$ cat src/rtl/sfl_pkg.sv
package sfl_pkg;

    localparam int BYTE_W     = 8;
    localparam int BIT_IDX_W  = $clog2(BYTE_W);
    localparam int ADDR_MAX   = 4;
    localparam int DUMMY_MAX  = 8;
    localparam int CNT_W      = 16;
    localparam int ADDR_W     = BYTE_W * ADDR_MAX;
    localparam int NA_W       = $clog2(ADDR_MAX + 1);
    localparam int ND_W       = $clog2(DUMMY_MAX + 1);
    localparam int HDR_MAX    = 1 + ADDR_MAX + DUMMY_MAX;
    localparam int HIDX_W     = $clog2(HDR_MAX + 1);
    localparam int FL_W       = CNT_W + 1;

    typedef logic [BYTE_W-1:0] byte_t;

    typedef enum logic [2:0] {
        ST_IDLE,
        ST_PRE,
        ST_ISSUE,
        ST_WAIT,
        ST_END,
        ST_FIN
    } seq_state_e;

    typedef struct packed {
        logic              rd;
        byte_t             opc;
        logic [ADDR_W-1:0] addr;
        logic [NA_W-1:0]   na;
        logic [ND_W-1:0]   nd;
    } op_desc_t;

    function automatic logic [NA_W-1:0] clamp_na(input logic [NA_W-1:0] v);
        return (v > NA_W'(ADDR_MAX)) ? NA_W'(ADDR_MAX) : v;
    endfunction

    function automatic logic [ND_W-1:0] clamp_nd(input logic [ND_W-1:0] v);
        return (v > ND_W'(DUMMY_MAX)) ? ND_W'(DUMMY_MAX) : v;
    endfunction

    // Byte sent at header position idx: command, address MSB first, then 0xFF fill.
    function automatic byte_t hdr_byte(input byte_t             opc,
                                       input logic [ADDR_W-1:0] a,
                                       input logic [NA_W-1:0]   na,
                                       input logic [HIDX_W-1:0] idx);
        logic [HIDX_W-1:0] d;
        if (idx == '0) begin
            return opc;
        end
        if (idx <= HIDX_W'(na)) begin
            d = HIDX_W'(na) - idx;
            return byte_t'(a >> {d, 3'b000});
        end
        return '1;
    endfunction

endpackage

$ cat src/rtl/sfl_clkdiv.sv
module sfl_clkdiv #(
    parameter int DIV_W = 8
) (
    input  logic             clk,
    input  logic             rst,
    input  logic             run,
    input  logic [DIV_W-1:0] half,
    output logic             tick
);

    logic [DIV_W-1:0] cnt;
    logic [DIV_W-1:0] lim;

    assign lim  = (half == '0) ? DIV_W'(1) : half;
    assign tick = run && (cnt == lim - DIV_W'(1));

    always_ff @(posedge clk) begin
        if (rst || !run) begin
            cnt <= '0;
        end else if (tick) begin
            cnt <= '0;
        end else begin
            cnt <= cnt + DIV_W'(1);
        end
    end

endmodule

$ cat src/rtl/sfl_shifter.sv
module sfl_shifter
    import sfl_pkg::*;
(
    input  logic  clk,
    input  logic  rst,
    input  logic  load,
    input  byte_t din,
    input  logic  tick,
    input  logic  miso,
    output logic  sclk,
    output logic  mosi,
    output logic  active,
    output logic  byte_done,
    output byte_t rx_byte
);

    byte_t                sh;
    byte_t                rx;
    logic                 hi;
    logic [BIT_IDX_W-1:0] bits;

    assign mosi    = sh[BYTE_W-1];
    assign rx_byte = rx;

    always_ff @(posedge clk) begin
        if (rst) begin
            sh        <= '0;
            rx        <= '0;
            hi        <= 1'b0;
            bits      <= '0;
            sclk      <= 1'b0;
            active    <= 1'b0;
            byte_done <= 1'b0;
        end else begin
            byte_done <= 1'b0;
            if (load) begin
                sh     <= din;
                active <= 1'b1;
                hi     <= 1'b0;
                bits   <= '0;
            end else if (active && tick) begin
                if (!hi) begin
                    sclk <= 1'b1;
                    hi   <= 1'b1;
                    rx   <= {rx[BYTE_W-2:0], miso};
                end else begin
                    sclk <= 1'b0;
                    hi   <= 1'b0;
                    if (bits == BIT_IDX_W'(BYTE_W - 1)) begin
                        active    <= 1'b0;
                        byte_done <= 1'b1;
                    end else begin
                        bits <= bits + BIT_IDX_W'(1);
                        sh   <= {sh[BYTE_W-2:0], 1'b0};
                    end
                end
            end
        end
    end

endmodule

$ cat src/rtl/sfl_txhold.sv
module sfl_txhold
    import sfl_pkg::*;
(
    input  logic  clk,
    input  logic  rst,
    input  logic  want,
    input  byte_t s_data,
    input  logic  s_valid,
    output logic  s_ready,
    input  logic  pop,
    output logic  hold_valid,
    output byte_t hold_data
);

    logic take;

    assign s_ready = want && (!hold_valid || pop);
    assign take    = s_valid && s_ready;

    always_ff @(posedge clk) begin
        if (rst) begin
            hold_valid <= 1'b0;
            hold_data  <= '0;
        end else if (take) begin
            hold_valid <= 1'b1;
            hold_data  <= s_data;
        end else if (pop) begin
            hold_valid <= 1'b0;
        end
    end

endmodule

$ cat src/rtl/sfl_op_seq.sv
module sfl_op_seq
    import sfl_pkg::*;
#(
    parameter int DIV_W = 8
) (
    input  logic                    clk,
    input  logic                    rst,
    input  logic                    op_start,
    input  logic                    op_read,
    input  logic [BYTE_W-1:0]       op_code,
    input  logic [ADDR_W-1:0]       op_addr,
    input  logic [NA_W-1:0]         op_addr_len,
    input  logic [ND_W-1:0]         op_dummy_len,
    input  logic [CNT_W-1:0]        op_len_m1,
    input  logic [DIV_W-1:0]        sck_half,
    input  logic [BYTE_W-1:0]       tx_data,
    input  logic                    tx_valid,
    output logic                    tx_ready,
    output logic [BYTE_W-1:0]       rx_data,
    output logic                    rx_valid,
    input  logic                    rx_ready,
    output logic                    busy,
    output logic                    done,
    output logic                    cs_n,
    output logic                    sclk,
    output logic                    mosi,
    input  logic                    miso
);

    seq_state_e        st;
    op_desc_t          d;
    logic [HIDX_W-1:0] hidx;
    logic [HIDX_W-1:0] hdr_len;
    logic [CNT_W-1:0]  left;
    logic [FL_W-1:0]   fetch_left;
    logic              cur_data;

    logic  tick;
    logic  sh_load;
    byte_t sh_byte;
    logic  sh_active;
    logic  sh_done;
    byte_t sh_rx;

    logic  want;
    logic  pop;
    logic  hold_v;
    byte_t hold_d;
    logic  tx_take;

    logic  rx_free;
    logic  push;
    logic  in_hdr;

    assign hdr_len = HIDX_W'(1) + HIDX_W'(d.na) + HIDX_W'(d.nd);
    assign in_hdr  = hidx < hdr_len;
    assign want    = busy && !d.rd && (fetch_left != '0);
    assign tx_take = tx_valid && tx_ready;
    assign rx_free = !rx_valid || rx_ready;
    assign push    = (st == ST_WAIT) && sh_done && cur_data && d.rd;

    always_comb begin
        sh_load = 1'b0;
        sh_byte = '0;
        pop     = 1'b0;
        if (st == ST_ISSUE) begin
            if (in_hdr) begin
                sh_load = 1'b1;
                sh_byte = hdr_byte(d.opc, d.addr, d.na, hidx);
            end else if (d.rd) begin
                sh_load = rx_free;
            end else if (hold_v) begin
                sh_load = 1'b1;
                sh_byte = hold_d;
                pop     = 1'b1;
            end
        end
    end

    sfl_clkdiv #(.DIV_W(DIV_W)) u_div (
        .clk  (clk),
        .rst  (rst),
        .run  (sh_active),
        .half (sck_half),
        .tick (tick)
    );

    sfl_shifter u_sh (
        .clk       (clk),
        .rst       (rst),
        .load      (sh_load),
        .din       (sh_byte),
        .tick      (tick),
        .miso      (miso),
        .sclk      (sclk),
        .mosi      (mosi),
        .active    (sh_active),
        .byte_done (sh_done),
        .rx_byte   (sh_rx)
    );

    sfl_txhold u_hold (
        .clk        (clk),
        .rst        (rst),
        .want       (want),
        .s_data     (tx_data),
        .s_valid    (tx_valid),
        .s_ready    (tx_ready),
        .pop        (pop),
        .hold_valid (hold_v),
        .hold_data  (hold_d)
    );

    always_ff @(posedge clk) begin
        if (rst) begin
            st         <= ST_IDLE;
            d          <= '0;
            hidx       <= '0;
            left       <= '0;
            fetch_left <= '0;
            cur_data   <= 1'b0;
            cs_n       <= 1'b1;
            busy       <= 1'b0;
            done       <= 1'b0;
            rx_valid   <= 1'b0;
            rx_data    <= '0;
        end else begin
            done <= 1'b0;

            if (tx_take) begin
                fetch_left <= fetch_left - FL_W'(1);
            end

            if (push) begin
                rx_valid <= 1'b1;
                rx_data  <= sh_rx;
            end else if (rx_ready) begin
                rx_valid <= 1'b0;
            end

            case (st)
                ST_IDLE: begin
                    if (op_start) begin
                        d.rd       <= op_read;
                        d.opc      <= op_code;
                        d.addr     <= op_addr;
                        d.na       <= clamp_na(op_addr_len);
                        d.nd       <= clamp_nd(op_dummy_len);
                        hidx       <= '0;
                        left       <= op_len_m1;
                        fetch_left <= FL_W'(op_len_m1) + FL_W'(1);
                        busy       <= 1'b1;
                        if (op_read) begin
                            cs_n <= 1'b0;
                            st   <= ST_ISSUE;
                        end else begin
                            st   <= ST_PRE;
                        end
                    end
                end
                ST_PRE: begin
                    if (hold_v) begin
                        cs_n <= 1'b0;
                        st   <= ST_ISSUE;
                    end
                end
                ST_ISSUE: begin
                    if (sh_load) begin
                        st <= ST_WAIT;
                        if (in_hdr) begin
                            hidx     <= hidx + HIDX_W'(1);
                            cur_data <= 1'b0;
                        end else begin
                            cur_data <= 1'b1;
                        end
                    end
                end
                ST_WAIT: begin
                    if (sh_done) begin
                        if (cur_data) begin
                            if (left == '0) begin
                                st <= ST_END;
                            end else begin
                                left <= left - CNT_W'(1);
                                st   <= ST_ISSUE;
                            end
                        end else begin
                            st <= ST_ISSUE;
                        end
                    end
                end
                ST_END: begin
                    cs_n <= 1'b1;
                    st   <= ST_FIN;
                end
                ST_FIN: begin
                    done <= 1'b1;
                    busy <= 1'b0;
                    st   <= ST_IDLE;
                end
                default: st <= ST_IDLE;
            endcase
        end
    end

endmodule

$ cat config.mk
export PLATFORM = sky130hd
export DESIGN_NAME = sfl_op_seq
export DESIGN_NICKNAME = d
export VERILOG_FILES = /design/src/rtl/sfl_pkg.sv /design/src/rtl/sfl_clkdiv.sv /design/src/rtl/sfl_shifter.sv /design/src/rtl/sfl_txhold.sv /design/src/rtl/sfl_op_seq.sv
export SDC_FILE = /design/constraint.sdc
export NUM_CORES = 1
export LEC_CHECK = 0
export ABC_AREA = 1
export BUFFER_PORTS_ARGS = -buffer_cell sky130_fd_sc_hd__buf_2
export CAP_MARGIN = 20
export CELL_PAD_IN_SITES_DETAIL_PLACEMENT = 2
export CELL_PAD_IN_SITES_GLOBAL_PLACEMENT = 2
export CORE_ASPECT_RATIO = 1.1
export CORE_MARGIN = 5
export CORE_UTILIZATION = 35
export CTS_CLUSTER_SIZE = 14
export DETAILED_ROUTE_END_ITERATION = 10
export PLACE_DENSITY_LB_ADDON = 0.1
export SLEW_MARGIN = 15
export SYNTH_ARGS = -nofsm -noshare
export SYNTH_HDL_FRONTEND = slang
export SYNTH_HIERARCHICAL = 1
export SYNTH_SLANG_ARGS = --single-unit
$ cat constraint.sdc
create_clock -name clk -period 10.3 [get_ports clk]
set_input_delay 3.09 -clock clk [delete_from_list [all_inputs] [get_ports clk]]
set_output_delay 3.09 -clock clk [all_outputs]
set_load 0.02 [all_outputs]
==> metrics.md, run 1 <==
| Metric | Value |
|---|---|
| Post-Syn Nets | about 1300 |
| Crit path DAT | 3.48 ns |
| TritonCTS clock tree | built |
| Post-synth ARST share | 0% |
| Mean Syn Cell Area | 6.646 µm² |
| Most frequent cells in the layout | 244 x nand2_1, 190 x nor2_1, 141 x dfxtp_1 |
| Post-CTS Resized | 0 |
| Total CTS buffers | 17 |
| # IOs | 101 |
| # diodes | 0 |
| HP Class | register to register |
| Via count | 8000 |
| Delay-heaviest family, CP | compound AO/OA/AOI/OAI gates |
| Leakage power | 4.212 nW |
| Status | completed |
| Final Cycle Share | between 60 and 70% |
| Antenna violations before repair | 0 |
| Final worst slack | around 3.7 ns |
| Initial core utilization | 35.78% |
| CTS Sinks | 141 |
| Req. time, crit path | 7.21 ns |
| Slowest CP cell | a21boi_0 |
| WS Path Type | register to output pin |
| Final Max Slew Viols | 0 |
| Global-route wire length before repair | between 40000 and 50000 µm |
| ANT nets after route | 0 |
| Most common cell on crit path | nand2_1 |
| Synth Cell Area | 7935 µm² |
| Setup TNS | 0 ns |
| Detail-routed net length per standard cell | 16.78 µm |
| Post-CTS Setup Inserts | 0 |
| Hold_buf cts | 0 |
| Die Y | 167.9 µm |
| Post-synthesis cell type count | 43 |
| VDD IR max | 0.0002297 V |
| IO buf count | 100 |
| YS warnings | 6 |
| Vias in the first global route | 8876 |
| WP buf/inv | 3 |
| Total gr overflow | 0 |
| DP Worst Slack | 4.355 ns |
| Fin. Hold Viols | 0 |
| RSZ-0062 raised after global routing | no |
| Synth Flop Type | dfxtp_1 |
| Register area share after synthesis | 35.57% |
| Critical path endpoint category | output pin |
| Final HPWL DP | ~19000 µm |
| Setup violators final | 0 |
| Slew HR | 39.58% |
| DR pass1 iterations | 4 |
| Drt drc | 0 |
| Share of cells above drive strength 1 | 14.43% |
| Post-layout min period | 6.566 ns |
| Syn Inst Count | 1194 |
| Final wirelength | 26580 µm |
| Core ar. | ~22000 µm² |
| Rows | 57 |
| Pwr dens | 270.1 nW/µm² |
| Worst hold path depth | 2 |
| Register bit total from synthesis | 141 |
| Die width | 153.6 µm |
| Startpoint Class | register |
| Die area | 25790 µm² |
| CTS max path bufs | 2 |
| Area Overhead vs Synth | 16.87% |
| Fillers | 2723 |
| Worst R2R Path Depth | 24 |
| Critical-path maximum fanout | 9 |
| Worst-case clock skew | 0.01354 ns |
| Max_cap viols | 0 |
| Nets | about 1400 |
| Total track usage | 20.55% |
| Commonest non-fill, non-tap cell in the layout | nand2_1 |
| GPL Wtd Cong | 0.8151 |
| Routed vias/inst | 5.051 |
| H-tree Lvls | 4 |
| F_max | roughly 150 MHz |
| Pin count of the biggest net entering global routing | 95 |
| Iteration-0 DRC Markers | roughly 250 |
| Number of flops mapped to enable cells by yosys | 0 |
| Clk pin slew, worst setup/hold paths | 0.07 ns |
| Total stage count of the critical path | 14 |
| Root buf cell | clkbuf_16 |
| Worst slew pin tran | 0.9064 ns |
| Largest stage delay on the critical path | approximately 0.48 ns |
| Skew-Pair Late Insertion Delay | 0.43 ns |
| Critical-path cell list | ha_1 > a21oi_1 > o21ai_0 > xor2_1 > ha_1 > nand2_1 > inv_1 > nand2_1 > nand2_1 > nand2_1 > nor2_2 > inv_2 > a21boi_0 > buf_2 |
## layer usage
layer	global-route usage [%]	part of all wire, %
met1	23.61	43
met2	39.25	53
met3	3.594	2.7
met4	4.954	1.3
met5	0	0
## final cells by class
cell class / instances / area [µm²] / area share (%)
well taps: 295 / 369.1 / 3.980
repair buffers: 104 / 530.5 / 5.720
inverters: 152 / 578.1 / 6.233
clock inverters: 15 / 232.7 / 2.509
multi-input cells: 860 / 4315 / 46.53
flip-flops and latches: 141 / 2823 / 30.44
clock buffers: 17 / 425.4 / 4.587
## cell families after synthesis
kind of cell | after synthesis | synth area share, %
AO/OA/AOI/OAI | 244 | 16.30
XOR/XNOR | 36 | 3.973
adder cells (fa/ha/maj) | 22 | 3.658
buffers and inverters | 193 | 10.04
flip-flops | 141 | 35.57
AND/OR/NAND/NOR | 558 | 30.45
## registers in the layout (all words and copies together) (netlist names), 3 cells and up
register,cells
u_sh/bits,3
u_div/cnt,8
rx_data,8
d,48
u_hold/hold_data,8
st,3
u_sh/sh,8
u_sh/rx_byte,8
fetch_left,17
left,16
hidx,4
## synth_stat cells (5+ instances only)
library cell / number / share of area (%)
buf_2: 10 / 0.63
nor2_1: 190 / 9.0
nand4_1: 27 / 2.1
inv_1: 140 / 6.6
xor2_1: 19 / 2.1
a21oi_1: 105 / 6.6
xnor2_1: 17 / 1.9
buf_6: 5 / 0.71
inv_2: 6 / 0.28
nand2_2: 10 / 0.79
a21oi_2: 11 / 1.2
clkbuf_1: 22 / 1.0
nand2_1: 244 / 12
nor3_1: 10 / 0.63
ha_1: 20 / 3.2
nand3_1: 54 / 3.4
o21ai_0: 108 / 6.8
o21ai_1: 8 / 0.50
nor2_2: 5 / 0.39
dfxtp_1: 141 / 36
## path summary, 6_finish.rpt
path | from | end | slack, ns
setup / recovery | d[2]$_SDFFE_PP0P_ | tx_ready | 3.73
hold reg to reg | d[11]$_SDFFE_PP0P_ | d[11]$_SDFFE_PP0P_ | 0.46
setup reg to reg | d[2]$_SDFFE_PP0P_ | fetch_left[14]$_SDFF_PP0_ | 5.89
hold / removal | d[11]$_SDFFE_PP0P_ | d[11]$_SDFFE_PP0P_ | 0.46
## power breakdown
group	switching, mW	total (mW)	internal [mW]
clock network	0.264	0.699	0.435
registers	0.0875	0.753	0.666
logic	0.733	1.05	0.319
total	1.08	2.50	1.42
## metrics by stage
stage                     util, %  hold slack, ns  power (mW)  area (µm²)  cells
after floorplan                 -          0.4297       1.530        7935   1194
after global placement      38.84          0.4450       1.768        8616   1552
after CTS                   41.81          0.4601       2.536        9274   1584
final                       41.81          0.4581       2.505        9274   1584
after detailed placement    38.84          0.4497       1.806        8616   1552
after global routing        41.81          0.4885       2.713        9274   1584
## tightest hold or removal path, cell delays in order (launching register included)
cell and delay (ns):
dfxtp_1 0.30, inv_1 0.06, a21oi_1 0.05
No activity file was read; power rests on OpenSTA's default activity.
==> run 2, diff against run 1 <==
ABC_AREA = 0   (was 1)
CORE_UTILIZATION = 32   (was 35)
clock period = 5.9 ns   (was 10.3 ns; I/O delays follow)
==> run 2 against run 1 <==
  * Flip-flop and latch count is the same
  * Worst hold slack worse by 0.0022 ns
  * Sequential share of layout area grew 1.1 points
  * Total power increased by 14%
  * Cell area fell by 3.6%
==> metrics.md, run 2 <==
| Metric | Value |
|---|---|
| Synth Flop Type | dfxtp_1 |
| Status | completed |
| Core ar. | 23550 µm² (+6.2%) |
| Iteration-0 DRC Markers | 212 (-15%) |
| Final worst slack | 0.5233 ns (-3.211 ns) |
| Detail-routed net length per standard cell | 17.64 µm (+5.2%) |
| F_max | 186.0 MHz |
| RSZ-0062 raised after global routing | no |
| Fin. Hold Viols | 0 (unchanged) |
| Synth top area cells | dfxtp_1 37%, nand2_1 7.3%, a21oi_1 6.6% |
| Mean Syn Cell Area | 8.417 µm² (+27%) |
| Nets | 1087 (-21%) |
| TritonCTS clock tree | built |
| Initial core utilization | 32.35% (-3.4 points) |
| Global-route wire length before repair | 37140 µm (-15%) |
| Synth top area share | 37.06% (+1.5 points) |
| CTS max path bufs | 2 (unchanged) |
| Critical-path maximum fanout | 9 (unchanged) |
| DR pass1 iterations | 4 (unchanged) |
| Largest Register | d |
| Post-synth ARST share | 0% (unchanged) |
| Total track usage | 17.16% (-3.4 points) |
| Crit path DAT | 3.61 ns (+0.13 ns) |
| Hold Slack | 0.4559 ns (-0.002191 ns) |
| Total gr overflow | 0 (unchanged) |
| Commonest non-fill, non-tap cell in the layout | nand2_1 |
| Via count | 6695 (-16%) |
| Sw power | 0.8758 mW (-19%) |
| Logic gate share of total power | 20.4% (-22 points) |
| Reg area | 2823 µm² (unchanged) |
| Switching portion of total power | 30.62% (-13 points) |
| Multi-input gate area | 4447 µm² (+3.0%) |
| Post-Syn Nets | 1013 (-22%) |
| Worst-case clock skew | 0.01044 ns (-0.003104 ns) |
| Hold_buf cts | 0 (unchanged) |
| Routed vias/inst | 5.158 (+2.1%) |
| Leakage power | 3.352 nW (-20%) |
| Root buf cell | clkbuf_16 |
| Fillers | 2725 (+0.073%) |
| Final HPWL DP | 16630 µm (-13%) |
| Clock share of power | 41.2% (+13 points) |
| Synth Cell Area | 7617 µm² (-4.0%) |
| Final wirelength | 22900 µm (-14%) |
| Post-CTS Resized | 0 (unchanged) |
| Total Power | 2.860 mW (+14%) |
| Post-synth top cells | 148 x nand2_1, 141 x dfxtp_1, 101 x a21oi_1, 64 x nor2_1, 39 x nor3_1 |
| Skew-Pair Late Insertion Delay | 0.43 ns (about the same) |
| Number of flops mapped to enable cells by yosys | 0 (unchanged) |
| Setup TNS | 0 ns (unchanged) |
| VDD IR max | 0.0001507 V (-34%) |
| WS Path Type | register to output pin |
| Die width | 157.1 µm (+2.3%) |
| Max FFs per register | 48 (unchanged) |
| Req. time, crit path | 4.13 ns (-3.08 ns) |
| GPL Wtd Cong | 0.7383 (-9.4%) |
| Synth area leader | dfxtp_1 |
| P_int | 1.984 mW (+40%) |
| Vias in the first global route | 7239 (-18%) |
| Max_cap viols | 0 (unchanged) |
| HP Class | register to register |
| Final Cycle Share | 91.13% |
| Total CTS buffers | 17 (unchanged) |
| Register bit total from synthesis | 141 (unchanged) |
| YS warnings | 6 (unchanged) |
| Area Overhead vs Synth | 17.36% |
| # IOs | 101 (unchanged) |
| Top Registers | d x48, fetch_left x17, left x16 |
| DP Worst Slack | 0.9724 ns (-3.383 ns) |
| Syn Inst Count | 905 (-24%) |
| Critical path endpoint category | output pin |
| Drt drc | 0 (unchanged) |
| Startpoint Class | register |
| Pin count of the biggest net entering global routing | 62 (-35%) |
| Die Y | 171.8 µm (+2.3%) |
| ANT nets after route | 0 (unchanged) |
| Post-layout min period | about 5.4 ns |
| Most frequent cells in the layout | 147 x nand2_1, 141 x dfxtp_1, 101 x a21oi_1 |
| Die area | 26990 µm² (+4.7%) |
| Register area share after synthesis | 37.06% (+1.5 points) |
| H-tree Lvls | 4 (unchanged) |
| Post-synthesis cell type count | 75 (+74%) |
| Post-CTS Setup Inserts | 0 (unchanged) |
| CTS Sinks | 141 (unchanged) |
| Seq pwr share | 38.5% (+8.4 points) |
| Count leader, synth | nand2_1 |
| IO buf count | 100 (unchanged) |
| Final Max Slew Viols | 0 (unchanged) |
| Worst slew pin tran | 0.8578 ns (-0.04855 ns) |
| Rows | 59 (+3.5%) |
| Slew HR | 42.81% (+3.2 points) |
| Clk pin slew, worst setup/hold paths | 0.06 ns (about the same) |
| Share of cells above drive strength 1 | 19.15% (+4.7 points) |
| Pwr dens | 319.9 nW/µm² (+18%) |
| Setup violators final | 0 (unchanged) |
| Antenna violations before repair | 2 (+2) |
-- run 2: changes by cell type after synthesis, moves of 11 or more --
cell	delta
a21oi_2	-11
inv_1	-115
nor3_1	+29
nand3_1	-29
o21ai_0	-95
nand4_1	-20
xnor2_1	+17
mux2i_1	+19
nand2b_1	+32
nor2_1	-126
clkbuf_1	+12
nand2_1	-96
-- run 2: per-layer routing --
metal | global-route usage (%) | vias up | wire (µm)
met5 | 0 | - | 7
met4 | 3.928 | 2 | 209
met3 | 3.397 | 14 | 682
met2 | 32.11 | 73 | 12110
met1 | 20.15 | 3284 | 9894
li1 | - | 3322 | -
-- run 2: logic make-up (layout without fill, tap and decap cells) --
group | Yosys count | count (layout) | synth area share, %
and+or+nand+nor | 389 | 389 | 26.63
AOI/OAI and AO/OA | 197 | 197 | 16.85
DFF | 141 | 141 | 37.06
buffers and inverters | 76 | 163 | 4.665
xor gates and xnor gates | 52 | 52 | 5.979
muxes | 28 | 28 | 5.010
adders and majority gates | 22 | 22 | 3.811
other | 0 | 1 | 0
-- run 2: path summary, 6_finish.rpt --
| path | from | endpoint | slack, ns | depth (start not counted) |
|---|---|---|---|---|
| worst max-delay path | d[0]$_SDFFE_PP0P_ | tx_ready | 0.52 | 11 |
| worst min-delay path | d[23]$_SDFFE_PP0P_ | d[23]$_SDFFE_PP0P_ | 0.46 | 2 |
| worst max register to register | d[0]$_SDFFE_PP0P_ | fetch_left[8]$_SDFF_PP0_ | 1.58 | 15 |
| worst min register to register | d[23]$_SDFFE_PP0P_ | d[23]$_SDFFE_PP0P_ | 0.46 | 2 |
-- run 2: cell type report --
cell class / instances / share of cell area [%]
Clock buffer: 18 / 4.913
Tap cell: 305 / 4.269
Antenna cell: 1 / 0.02799
Clock inverter: 14 / 2.295
Multi-Input combinational cell: 688 / 49.74
Sequential cell: 141 / 31.57
Inverter: 25 / 1.050
Timing Repair Buffer: 106 / 6.130
-- run 2: worst max-delay path, cell delays in order, from the launching register on --
cell and delay (ns):
dfxtp_1 0.33, inv_1 0.05, ha_1 0.22, fa_1 0.39, xor2_1 0.19, ha_1 0.28
o211ai_1 0.18, and2_0 0.31, nor4b_4 0.58, nand2b_4 0.26, and2_2 0.21, buf_2 0.18
-- run 2: power by group through the flow --
| stage | registers (mW) | clock network (mW) | logic [mW] |
|---|---|---|---|
| 2_1_floorplan | 1.10 | 0 | 0.438 |
| 3_3_place_gp | 1.12 | 0 | 0.582 |
| 3_5_place_dp | 1.12 | 0 | 0.594 |
| 4_1_cts | 1.10 | 1.21 | 0.599 |
| 5_1_grt | 1.11 | 1.25 | 0.655 |
| 6_report | 1.10 | 1.18 | 0.582 |
-- run 2: through the flow --
| stage | instance area, µm² | utilization, % | std cells |
|---|---|---|---|
| finish | 8940 | 37.96 | 1298 |
| global route | 8940 | 37.96 | 1298 |
| CTS | 8936 | 37.95 | 1297 |
| detailed placement | 8292 | 35.21 | 1265 |
| global placement | 8292 | 35.21 | 1265 |
| floorplan | 7617 | - | 905 |
